<file path="src/rtl/pixfmt_pkg.sv">
package pixfmt_pkg;

   typedef enum logic [2:0] {
      OP_PACK16  = 3'd0,
      OP_PACK32  = 3'd1,
      OP_PACKFIX = 3'd2,
      OP_EXPAND  = 3'd3,
      OP_MERGE   = 3'd4
   } pix_op_e;

   // binary-point positions used by the pack operations
   localparam int FRAC_PACK16  = 7;
   localparam int FRAC_PACK32  = 23;
   localparam int FRAC_PACKFIX = 16;

   localparam int DEF_SCALE_W = 5;

endpackage

</file>
<file path="src/rtl/pixfmt_scale_clamp.sv">
module pixfmt_scale_clamp #(
   parameter int IN_W    = 16,
   parameter int SHIFT_W = 5,
   parameter int OUT_W   = 8
) (
   input  logic [IN_W-1:0]    din,
   input  logic [SHIFT_W-1:0] shl,
   input  logic [SHIFT_W-1:0] rsh,
   input  logic               sat_signed,
   output logic [OUT_W-1:0]   dout
);
   // room for the widest left shift without wrap
   localparam int EXT_W = IN_W + (1 << SHIFT_W) + 1;

   localparam logic signed [EXT_W-1:0] LO_U = EXT_W'(0);
   localparam logic signed [EXT_W-1:0] HI_U = EXT_W'(255);
   localparam logic signed [EXT_W-1:0] LO_S = EXT_W'(-32768);
   localparam logic signed [EXT_W-1:0] HI_S = EXT_W'(32767);

   if (IN_W < 2) begin : g_bad_in
      $error("pixfmt_scale_clamp: IN_W too small");
   end
   if (OUT_W != 8 && OUT_W != 16) begin : g_bad_out
      $error("pixfmt_scale_clamp: OUT_W must be 8 or 16");
   end

   logic signed [EXT_W-1:0] ext;
   logic signed [EXT_W-1:0] shifted;
   logic signed [EXT_W-1:0] moved;
   logic signed [EXT_W-1:0] lo_lim;
   logic signed [EXT_W-1:0] hi_lim;

   always_comb begin
      ext     = {{(EXT_W-IN_W){din[IN_W-1]}}, din};
      shifted = ext <<< shl;
      moved   = shifted >>> rsh;
      lo_lim  = sat_signed ? LO_S : LO_U;
      hi_lim  = sat_signed ? HI_S : HI_U;
      if (moved < lo_lim)
         dout = sat_signed ? LO_S[OUT_W-1:0] : LO_U[OUT_W-1:0];
      else if (moved > hi_lim)
         dout = sat_signed ? HI_S[OUT_W-1:0] : HI_U[OUT_W-1:0];
      else
         dout = moved[OUT_W-1:0];

      if (!sat_signed && din[IN_W-1])
         neg_floor_chk: assert (dout == '0)
            else $error("negative lane did not clamp to zero");
   end

endmodule

</file>
<file path="src/rtl/pixfmt_pack_core.sv">
module pixfmt_pack_core
   import pixfmt_pkg::*;
#(
   parameter int WORD_W  = 64,
   parameter int SHIFT_W = DEF_SCALE_W
) (
   input  logic [WORD_W-1:0]   a,
   input  logic [WORD_W-1:0]   b,
   input  logic [2:0]          op,
   input  logic [SHIFT_W-1:0]  scale,
   output logic [WORD_W/2-1:0] pk16_res,
   output logic [WORD_W-1:0]   pk32_res,
   output logic [WORD_W/2-1:0] pkfix_res
);
   localparam int L16 = WORD_W / 16;
   localparam int L32 = WORD_W / 32;

   logic [SHIFT_W-1:0] shl16;
   logic [SHIFT_W-1:0] rsh16;
   logic [SHIFT_W-1:0] rsh32;
   logic               is_fix;

   // narrow pack uses one bit less of scale
   assign shl16  = {1'b0, scale[SHIFT_W-2:0]};
   assign rsh16  = SHIFT_W'(FRAC_PACK16);
   assign is_fix = (pix_op_e'(op) == OP_PACKFIX);
   assign rsh32  = is_fix ? SHIFT_W'(FRAC_PACKFIX) : SHIFT_W'(FRAC_PACK32);

   logic [7:0]  lane8  [L16];
   logic [15:0] lane16 [L32];

   for (genvar i = 0; i < L16; i++) begin : g_narrow
      pixfmt_scale_clamp #(
         .IN_W   (16),
         .SHIFT_W(SHIFT_W),
         .OUT_W  (8)
      ) u_lane (
         .din       (b[16*i +: 16]),
         .shl       (shl16),
         .rsh       (rsh16),
         .sat_signed(1'b0),
         .dout      (lane8[i])
      );
      assign pk16_res[8*i +: 8] = lane8[i];
   end

   for (genvar w = 0; w < L32; w++) begin : g_wide
      pixfmt_scale_clamp #(
         .IN_W   (32),
         .SHIFT_W(SHIFT_W),
         .OUT_W  (16)
      ) u_lane (
         .din       (b[32*w +: 32]),
         .shl       (scale),
         .rsh       (rsh32),
         .sat_signed(is_fix),
         .dout      (lane16[w])
      );
      assign pkfix_res[16*w +: 16] = lane16[w];
   end

   always_comb begin
      pk32_res = a << 8;
      for (int w = 0; w < L32; w++) begin
         pk32_res[32*w +: 8] = lane16[w][7:0];
      end
   end

endmodule

</file>
<file path="src/rtl/pixfmt_byte_ops.sv">
module pixfmt_byte_ops #(
   parameter int WORD_W = 64
) (
   input  logic [WORD_W/2-1:0] a_lo,
   input  logic [WORD_W/2-1:0] b_lo,
   output logic [WORD_W-1:0]   exp_res,
   output logic [WORD_W-1:0]   mrg_res
);
   localparam int NB = WORD_W / 16;

   for (genvar i = 0; i < NB; i++) begin : g_byte
      assign exp_res[16*i +: 16] = {4'h0, b_lo[8*i +: 8], 4'h0};
      assign mrg_res[16*i +: 16] = {a_lo[8*i +: 8], b_lo[8*i +: 8]};
   end

endmodule

</file>
<file path="src/rtl/pixfmt_unit.sv">
module pixfmt_unit
   import pixfmt_pkg::*;
#(
   parameter int WORD_W  = 64,
   parameter int SCALE_W = DEF_SCALE_W,
   parameter bit OUT_REG = 1'b1
) (
   input  logic               clk,
   input  logic               rst_n,
   input  logic               in_valid,
   input  logic [2:0]         op_sel,
   input  logic [SCALE_W-1:0] scale,
   input  logic [WORD_W-1:0]  src_a,
   input  logic [WORD_W-1:0]  src_b,
   output logic [WORD_W-1:0]  result,
   output logic               out_valid,
   output logic               illegal_op
);
   localparam int HALF = WORD_W / 2;

   if (WORD_W < 64 || (WORD_W % 64) != 0) begin : g_bad_word
      $error("pixfmt_unit: WORD_W must be a multiple of 64");
   end
   if (SCALE_W < 5) begin : g_bad_scale
      $error("pixfmt_unit: SCALE_W must cover a right shift of 23");
   end

   logic [HALF-1:0]   pk16_res;
   logic [WORD_W-1:0] pk32_res;
   logic [HALF-1:0]   pkfix_res;
   logic [WORD_W-1:0] exp_res;
   logic [WORD_W-1:0] mrg_res;
   logic [WORD_W-1:0] nxt_res;
   logic              nxt_ill;

   pixfmt_pack_core #(
      .WORD_W (WORD_W),
      .SHIFT_W(SCALE_W)
   ) u_pack (
      .a        (src_a),
      .b        (src_b),
      .op       (op_sel),
      .scale    (scale),
      .pk16_res (pk16_res),
      .pk32_res (pk32_res),
      .pkfix_res(pkfix_res)
   );

   pixfmt_byte_ops #(
      .WORD_W(WORD_W)
   ) u_bytes (
      .a_lo   (src_a[HALF-1:0]),
      .b_lo   (src_b[HALF-1:0]),
      .exp_res(exp_res),
      .mrg_res(mrg_res)
   );

   always_comb begin
      nxt_ill = 1'b0;
      case (pix_op_e'(op_sel))
         OP_PACK16:  nxt_res = {{HALF{1'b0}}, pk16_res};
         OP_PACK32:  nxt_res = pk32_res;
         OP_PACKFIX: nxt_res = {{HALF{1'b0}}, pkfix_res};
         OP_EXPAND:  nxt_res = exp_res;
         OP_MERGE:   nxt_res = mrg_res;
         default: begin
            nxt_res = '0;
            nxt_ill = 1'b1;
         end
      endcase
   end

   if (OUT_REG) begin : g_reg
      logic [WORD_W-1:0] res_q;
      logic              ill_q;
      logic              vld_q;

      always_ff @(posedge clk or negedge rst_n) begin
         if (!rst_n) begin
            res_q <= '0;
            ill_q <= 1'b0;
            vld_q <= 1'b0;
         end else begin
            vld_q <= in_valid;
            if (in_valid) begin
               res_q <= nxt_res;
               ill_q <= nxt_ill;
            end
         end
      end

      assign result     = res_q;
      assign illegal_op = ill_q;
      assign out_valid  = vld_q;


      valid_lat_chk: assert property (@(posedge clk) disable iff (!rst_n)
         in_valid |=> out_valid)
         else $error("strobe not carried to out_valid");

      valid_drop_chk: assert property (@(posedge clk) disable iff (!rst_n)
         !in_valid |=> !out_valid)
         else $error("out_valid without an input strobe");

      hold_chk: assert property (@(posedge clk) disable iff (!rst_n)
         !in_valid |=> ($stable(result) && $stable(illegal_op)))
         else $error("output moved without an input strobe");
   end else begin : g_comb
      assign result     = nxt_res;
      assign illegal_op = nxt_ill;
      assign out_valid  = in_valid;
   end


   illegal_zero_chk: assert property (@(posedge clk) disable iff (!rst_n)
      illegal_op |-> (result == '0))
      else $error("illegal select left a nonzero result");

endmodule

</file>
<file path="config.mk">
export PLATFORM = sky130hd
export DESIGN_NAME = pixfmt_unit
export DESIGN_NICKNAME = d
export VERILOG_FILES = /design/src/rtl/pixfmt_pkg.sv /design/src/rtl/pixfmt_scale_clamp.sv /design/src/rtl/pixfmt_pack_core.sv /design/src/rtl/pixfmt_byte_ops.sv /design/src/rtl/pixfmt_unit.sv
export SDC_FILE = /design/constraint.sdc
export NUM_CORES = 1
export LEC_CHECK = 0
export BUFFER_PORTS_ARGS = -buffer_cell sky130_fd_sc_hd__buf_4
export CORE_ASPECT_RATIO = 0.5
export CORE_UTILIZATION = 35
export DETAILED_ROUTE_END_ITERATION = 16
export PLACE_DENSITY_LB_ADDON = 0.1
export RECOVER_POWER = 50
export SKIP_CTS_REPAIR_TIMING = 1
export SYNTH_ARGS = -nofsm -noshare
export SYNTH_HDL_FRONTEND = slang
export SYNTH_SLANG_ARGS = --single-unit
export TNS_END_PERCENT = 30
</file>
<file path="constraint.sdc">
create_clock -name clk -period 1.5 [get_ports clk]
set_input_delay 0.3 -clock clk [delete_from_list [all_inputs] [get_ports clk]]
set_output_delay 0.3 -clock clk [all_outputs]
set_load 0.05 [all_outputs]
</file>
After elaboration in Yosys (flattened, before gate mapping)
Index checks and enable logic that the tools add are counted.
{ "totals": {"register_bits": 66, "latchBits": 0, "ramBits": 0, "mem_bits_ro": 0, "inputBits": 139, "wordCells": 48, "memories": 0} }
{ "op_classes": {"add_sub_neg": 0, "n_mul": 0, "div": 0, "magnitude_cmp": 12, "eq_ne": 4, "shifts": 8, "mux": 19, "bitwise": 0, "reduce_logical": 2} }
{ "op_table": {"columns": ["operator", "count"], "rows": [
  ["$pmux 64 s5", 1],
  ["$sshl 16x4->49", 4],
  ["$gt 42x9->1 const B", 4],
  ["$lt 42x1->1 const B", 4],
  ["$lt 65x65->1", 2],
  ["$sshl 32x5->65", 2],
  ["$sshr 65x5->65", 2],
  ["$mux 16", 5],
  ["$gt 65x16->1", 1],
  ["$gt 65x65->1", 1],
  ["$mux 65", 1],
  ["$mux 8", 8],
  ["$mux 15", 2],
  ["$eq 3x2->1 const B", 2],
  ["$reduce_or 5->1", 1],
  ["$eq 3x1->1 const B", 1],
  ["$eq 3x3->1 const B", 1],
  ["$logic_not 3->1", 1],
  ["$mux 3", 1],
  ["$mux 1", 1]
]} }

Depth between registers and ports, before layout
{ "logic_depth": {"depth_word": 7, "ltp_mapped": 23, "mapped_depth_nobuf": 18} }

Hierarchy
From an unflattened synthesis, not the netlist that was laid out.
{ "unflattened": {"cells_unflattened": 7504, "hier_area_um2": 52972.1} }
{ "by_module_without_submodules": {"columns": ["module", "n_inst", "cells_per_inst", "area_each_um2"], "rows": [
  ["pixfmt_scale_clamp at u_pack.g_narrow[0].u_lane ...", 3, 996, 6710.2],
  ["pixfmt_scale_clamp at u_pack.g_wide[1].u_lane", 1, 1510, 10537.6],
  ["pixfmt_scale_clamp at u_pack.g_wide[0].u_lane", 1, 1381, 9892.0],
  ["pixfmt_scale_clamp at u_pack.g_narrow[2].u_lane", 1, 975, 6391.1],
  ["pixfmt_unit", 1, 453, 4551.9],
  ["pixfmt_byte_ops", 1, 129, 964.7],
  ["pixfmt_pack_core", 1, 68, 504.2]
]} }

Worst setup path after synthesis
OpenSTA, ideal clock, no wires.
{ "synth_timing": {"kind": "input to register", "start": "input port op_sel[0]", "end": "register g_reg.res_q[15] (netlist: result[15])", "setup_time_ps": 96, "arrival_ps": 5677, "required_ps": 1404, "setup_slack_ps": -4272, "path_stages": 19, "path_cell_list": "clkbuf_1 nor3b_2 clkinv_1 clkbuf_1 clkbuf_1 buf_1 clkbuf_1 buf_1 ha_1 a21o_1 a21o_1 a211oi_1 o21bai_1 a21o_1 a211oi_1 o211ai_1 nor2_1 and4bb_1 o32ai_2"} }
{ "synth_between": {"elab_chain_cells": 7, "word_cells_on_any_way": 15, "cone_classes": "order compare: 2; eq/ne: 4; shift: 1; mux: 7; reduce/logical: 1"} }
{ "synth_rtl": {"columns": ["element", "line", "text"], "rows": [
  ["start, declared", "pixfmt_unit.sv:11", "input logic [2:0] op_sel,"],
  ["$eq 3x2->1", "pixfmt_pack_core.sv:26, pixfmt_unit.sv:60", null],
  ["$mux 3", "pixfmt_pack_core.sv:27", "assign rsh32 = is_fix ? SHIFT_W'(FRAC_PACKFIX) : SHIFT_W'(FRAC_PACK32);"],
  ["$sshr 65x5->65", "pixfmt_scale_clamp.sv:36", "moved = shifted >>> rsh;"],
  ["$gt 65x16->1", "pixfmt_scale_clamp.sv:41", "else if (moved > hi_lim)"],
  ["$mux 16", "pixfmt_scale_clamp.sv:41", null],
  ["$mux 16", "pixfmt_scale_clamp.sv:39", "if (moved < lo_lim)"],
  ["$pmux 64 s5 *", "pixfmt_unit.sv:60", "case (pix_op_e'(op_sel))"],
  ["end signal, assigned", "pixfmt_unit.sv:86", "res_q <= nxt_res;"],
  ["end, declared", "pixfmt_unit.sv:74", "logic [WORD_W-1:0] res_q;"]
]} }
Every way passes the cells marked *; elsewhere a longest branch is shown, timed or not.
A chain may end at the register's enable or synchronous reset.

Final worst setup path
{ "layout_timing": {"start": "input port src_b[20]", "end": "register g_reg.res_q[15] (netlist: result[15])"} }
{ "layout_between": {"elab_chain_cells": 6, "word_cells_on_any_way": 12, "cone_classes": "order compare: 4; shift: 3; mux: 5"} }
{ "layout_rtl": {"columns": ["element", "line", "text"], "rows": [
  ["start, declared", "pixfmt_unit.sv:14", "input logic [WORD_W-1:0] src_b,"],
  ["$sshl 32x5->65", "pixfmt_scale_clamp.sv:35", "shifted = ext <<< shl;"],
  ["$sshr 65x5->65", "pixfmt_scale_clamp.sv:36", null],
  ["$gt 65x16->1", "pixfmt_scale_clamp.sv:41", null],
  ["$mux 16", "pixfmt_scale_clamp.sv:41", null],
  ["$mux 16", "pixfmt_scale_clamp.sv:39", null],
  ["$pmux 64 s5 *", "pixfmt_unit.sv:60", null]
]} }
Marks and branches as above.

==> impl_results.md <==
- Tot Pwr: 14.09 mW
- Worst VDD drop: 0.5705 mV
- Met2 GRT Util: 52.46%
- Hold WC Path Type: input port to flip-flop
- H-tree lvl count: 3
- Final setup TNS: -101.40 ns
- Global route overflow: 0
- EDFF count, synth: 0
- Post-layout min period: 4.150 ns
- Synth cell types: 97
- Global-route wire length before repair: 119200 um
- Leakage: 9.869 nW
- Sequential area share after synthesis: 12.05%
- GR peak layer: met1
- Final setup margin: -2.650 ns
- Buffers on Ports: 196
- Reg2Reg Depth: 5
- Yosys warns: 0
- HPWL Detailed: 69480 um
- Slew at the pin closest to its max-slew limit: 0.8813 ns
- Unrepaired setup endpoints after global routing: yes
- Net count after synthesis: 1922
- Avg Inst Size Synth: 7.934 um2
- Initial antenna violation count: 1
- Synthesis-stage register bit count: 66
- Highest clock rate: 0.2410 GHz
- Layout Cells excl Fill: 2997
- Drt drc: 0
- DR pass1 iterations: 6
- Critical Path RT: 1.74 ns
- # setup viols final: 53
- Vias in the first global route: 17407
- Worst-path fanout max: 7
- Root Buffer: clkbuf_16
- Max Cap Violations: 0
- Crit Path Category: input port to flip-flop
- Worst hold stages: 3
- Area of the multi-input gates: 11690 um2
- Height of the chip: 141.9 um
- Setup Skew: 0 ns
- Met1 Use GR: 63.32%
- Via count: 18922
- Syn-to-layout area delta: 58.85%
- CTS tree: yes
- Gr usage total: 40.82%
- Cell taking the most area after synthesis: dfrtp_1
- Final Hold Vio Count: 0
- Die Area: 40010 um2
- Most used DFF post-synth: dfrtp_1
- CTS max path bufs: 2
- Period utilization: 276.7%
- Fill cell count: 3576
- Synthesized cell area: 13710 um2
- Crit path capture type: flip-flop
- Final max-slew violation count: 0
- Routed vias/inst: 6.314
- I/O Pins: 205
- Startpoint Class: input port
- Slew HR: 41.12%
- Top cells by area, synth: dfrtp_1, mux4_2, mux2i_1
- Post-synth ARST share: 100.0%
- Share of cells above drive strength 1: 46.75%
- Wire length per cell: 28.35 um
- CTS buffer count: 9
- Row count: 50
- Die Span X: 281.9 um
- Final ANT Viol Nets: 0
- Initial Utilization: 36.10%
- Proportion of netlist area held by the largest area contributor: 12.05%
- Initial DRC Count: 2552
- Gpl congestion: 1.116
- Placed Cells: 2949
- Final WL: 84970 um
- Failing checks: negative setup slack
- CTS Sinks: 66
- Pin count of the biggest net entering global routing: 41
- Status: complete, but fails checks
- Core area: 37970 um2
- Clk slew on worst S/H paths: 0.06 ns
- Fin nets: 2665
- Gate Count Post-Synth: 1728
- GR Util met3: 14.92%
- Worst Path Arrival: 4.39 ns
- Sequential cell area: 1652 um2
- Clk Latency, worst-skew pair: 0.33 ns
- Cell area power density: 646.9 nW/um2
==> worst paths after layout <==
check / startpoint / end / slack (ns)
max in group asynchronous: rst_n / result[4]$_DFFE_PN0P_ / 0.09
min in group asynchronous: rst_n / result[62]$_DFFE_PN0P_ / 0.57
setup reg to reg: result[5]$_DFFE_PN0P_ / result[5]$_DFFE_PN0P_ / 0.20
setup / recovery: src_b[20] / result[15]$_DFFE_PN0P_ / -2.65
hold reg to reg: result[56]$_DFFE_PN0P_ / result[56]$_DFFE_PN0P_ / 0.49
hold / removal: src_a[43] / result[51]$_DFFE_PN0P_ / 0.24
==> cells in the final DEF, fill, tap and decap left out, types with 20 or more instances in the layout <==
cell type	count
nor2_1	195
a21oi_1	147
a22oi_1	77
buf_4	828
o21ai_0	73
o22ai_1	22
nor3_1	23
a31oi_1	22
mux2_2	47
dfrtp_1	66
nand2_1	112
mux4_2	67
ha_1	52
buf_12	24
a21o_1	28
and3_1	21
nand4_1	20
o2bb2ai_1	31
mux2i_1	91
==> flip-flops by register name, indices dropped and copies added, names as in the netlist <==
| name | cells |
|---|---|
| illegal_op | 1 |
| result | 64 |
| out_valid | 1 |
==> power by group <==
part / leakage, nW / internal (mW) / switching (mW) / total, mW
Combinational: 8.81 / 4.25 / 5.28 / 9.54
Sequential: 0.886 / 1.93 / 0.109 / 2.04
Clock: 0.172 / 1.71 / 0.804 / 2.51
==> through the flow <==
step                      util (%)  setup WS (ns)  instance area, um2  hold slack, ns
after floorplan                  -         -2.633               13880        0.004409
after global placement       53.85         -3.235               20450          0.2655
after detailed placement     53.85         -3.354               20450          0.2692
after CTS                    54.77         -3.038               20800        -0.09253
after global routing         57.33         -2.741               21770          0.2491
final                        57.35         -2.650               21780          0.2383
==> cells by family (layout without fill, tap and decap cells) <==
family                     after synthesis  count (layout)  synth area share, %
muxes                                  240             240                24.56
buffers and inverters                  191             938                6.781
and+or+nand+nor                        506             506                17.57
other                                    0               2                    0
AOI/OAI and AO/OA                      669             669                33.96
adders and majority gates               55              55                5.020
DFF                                     66              66                12.05
xor gates and xnor gates                 1               1              0.06390
==> synth_stat cells (all sizes together), types with 14 or more instances <==
cell type	instances
o211ai	16
o21ai	107
clkbuf	88
and3	22
nand2	116
mux2	66
nand4	20
a221o	14
buf	78
a221oi	17
ha	55
nor3	24
and2	17
a21oi	154
mux4	69
mux2i	105
dfrtp	66
o2bb2ai	32
nor2b	19
inv	20
nor2	199
a22oi	87
o22ai	22
nand3	20
a21o	28
a31oi	23
a211oi	25
==> final cells by class <==
| type | count | share of cell area (%) |
|---|---|---|
| flip-flops and latches | 66 | 7.584 |
| clock buffers | 11 | 1.161 |
| well taps | 520 | 2.988 |
| repair buffers | 898 | 33.69 |
| inverters | 25 | 0.4424 |
| clock inverters | 4 | 0.4539 |
| multi-input cells | 1471 | 53.66 |
| diodes | 2 | 0.02298 |
==> per-layer routing <==
metal  vias to the layer above  wire length, um
met1                      9194            39030
li1                       8302                -
met5                         -              111
met2                      1327            31810
met4                         4             1176
met3                        95            12850
==> critical path, cell delays in order <==
cell and delay [ns]:
buf_4 0.12, buf_4 0.19, mux4_2 0.52, mux2_2 0.30
mux2_4 0.35, mux2i_4 0.19, a21oi_1 0.11, ha_1 0.32
a21o_1 0.18, a21o_1 0.17, a21o_1 0.17, a211oi_1 0.22
o21ai_0 0.12, nand3_1 0.12, o211ai_1 0.17, buf_4 0.23
nor2_4 0.09, and4bb_1 0.23, o32ai_2 0.26
Power figures use the tool's default switching activity.
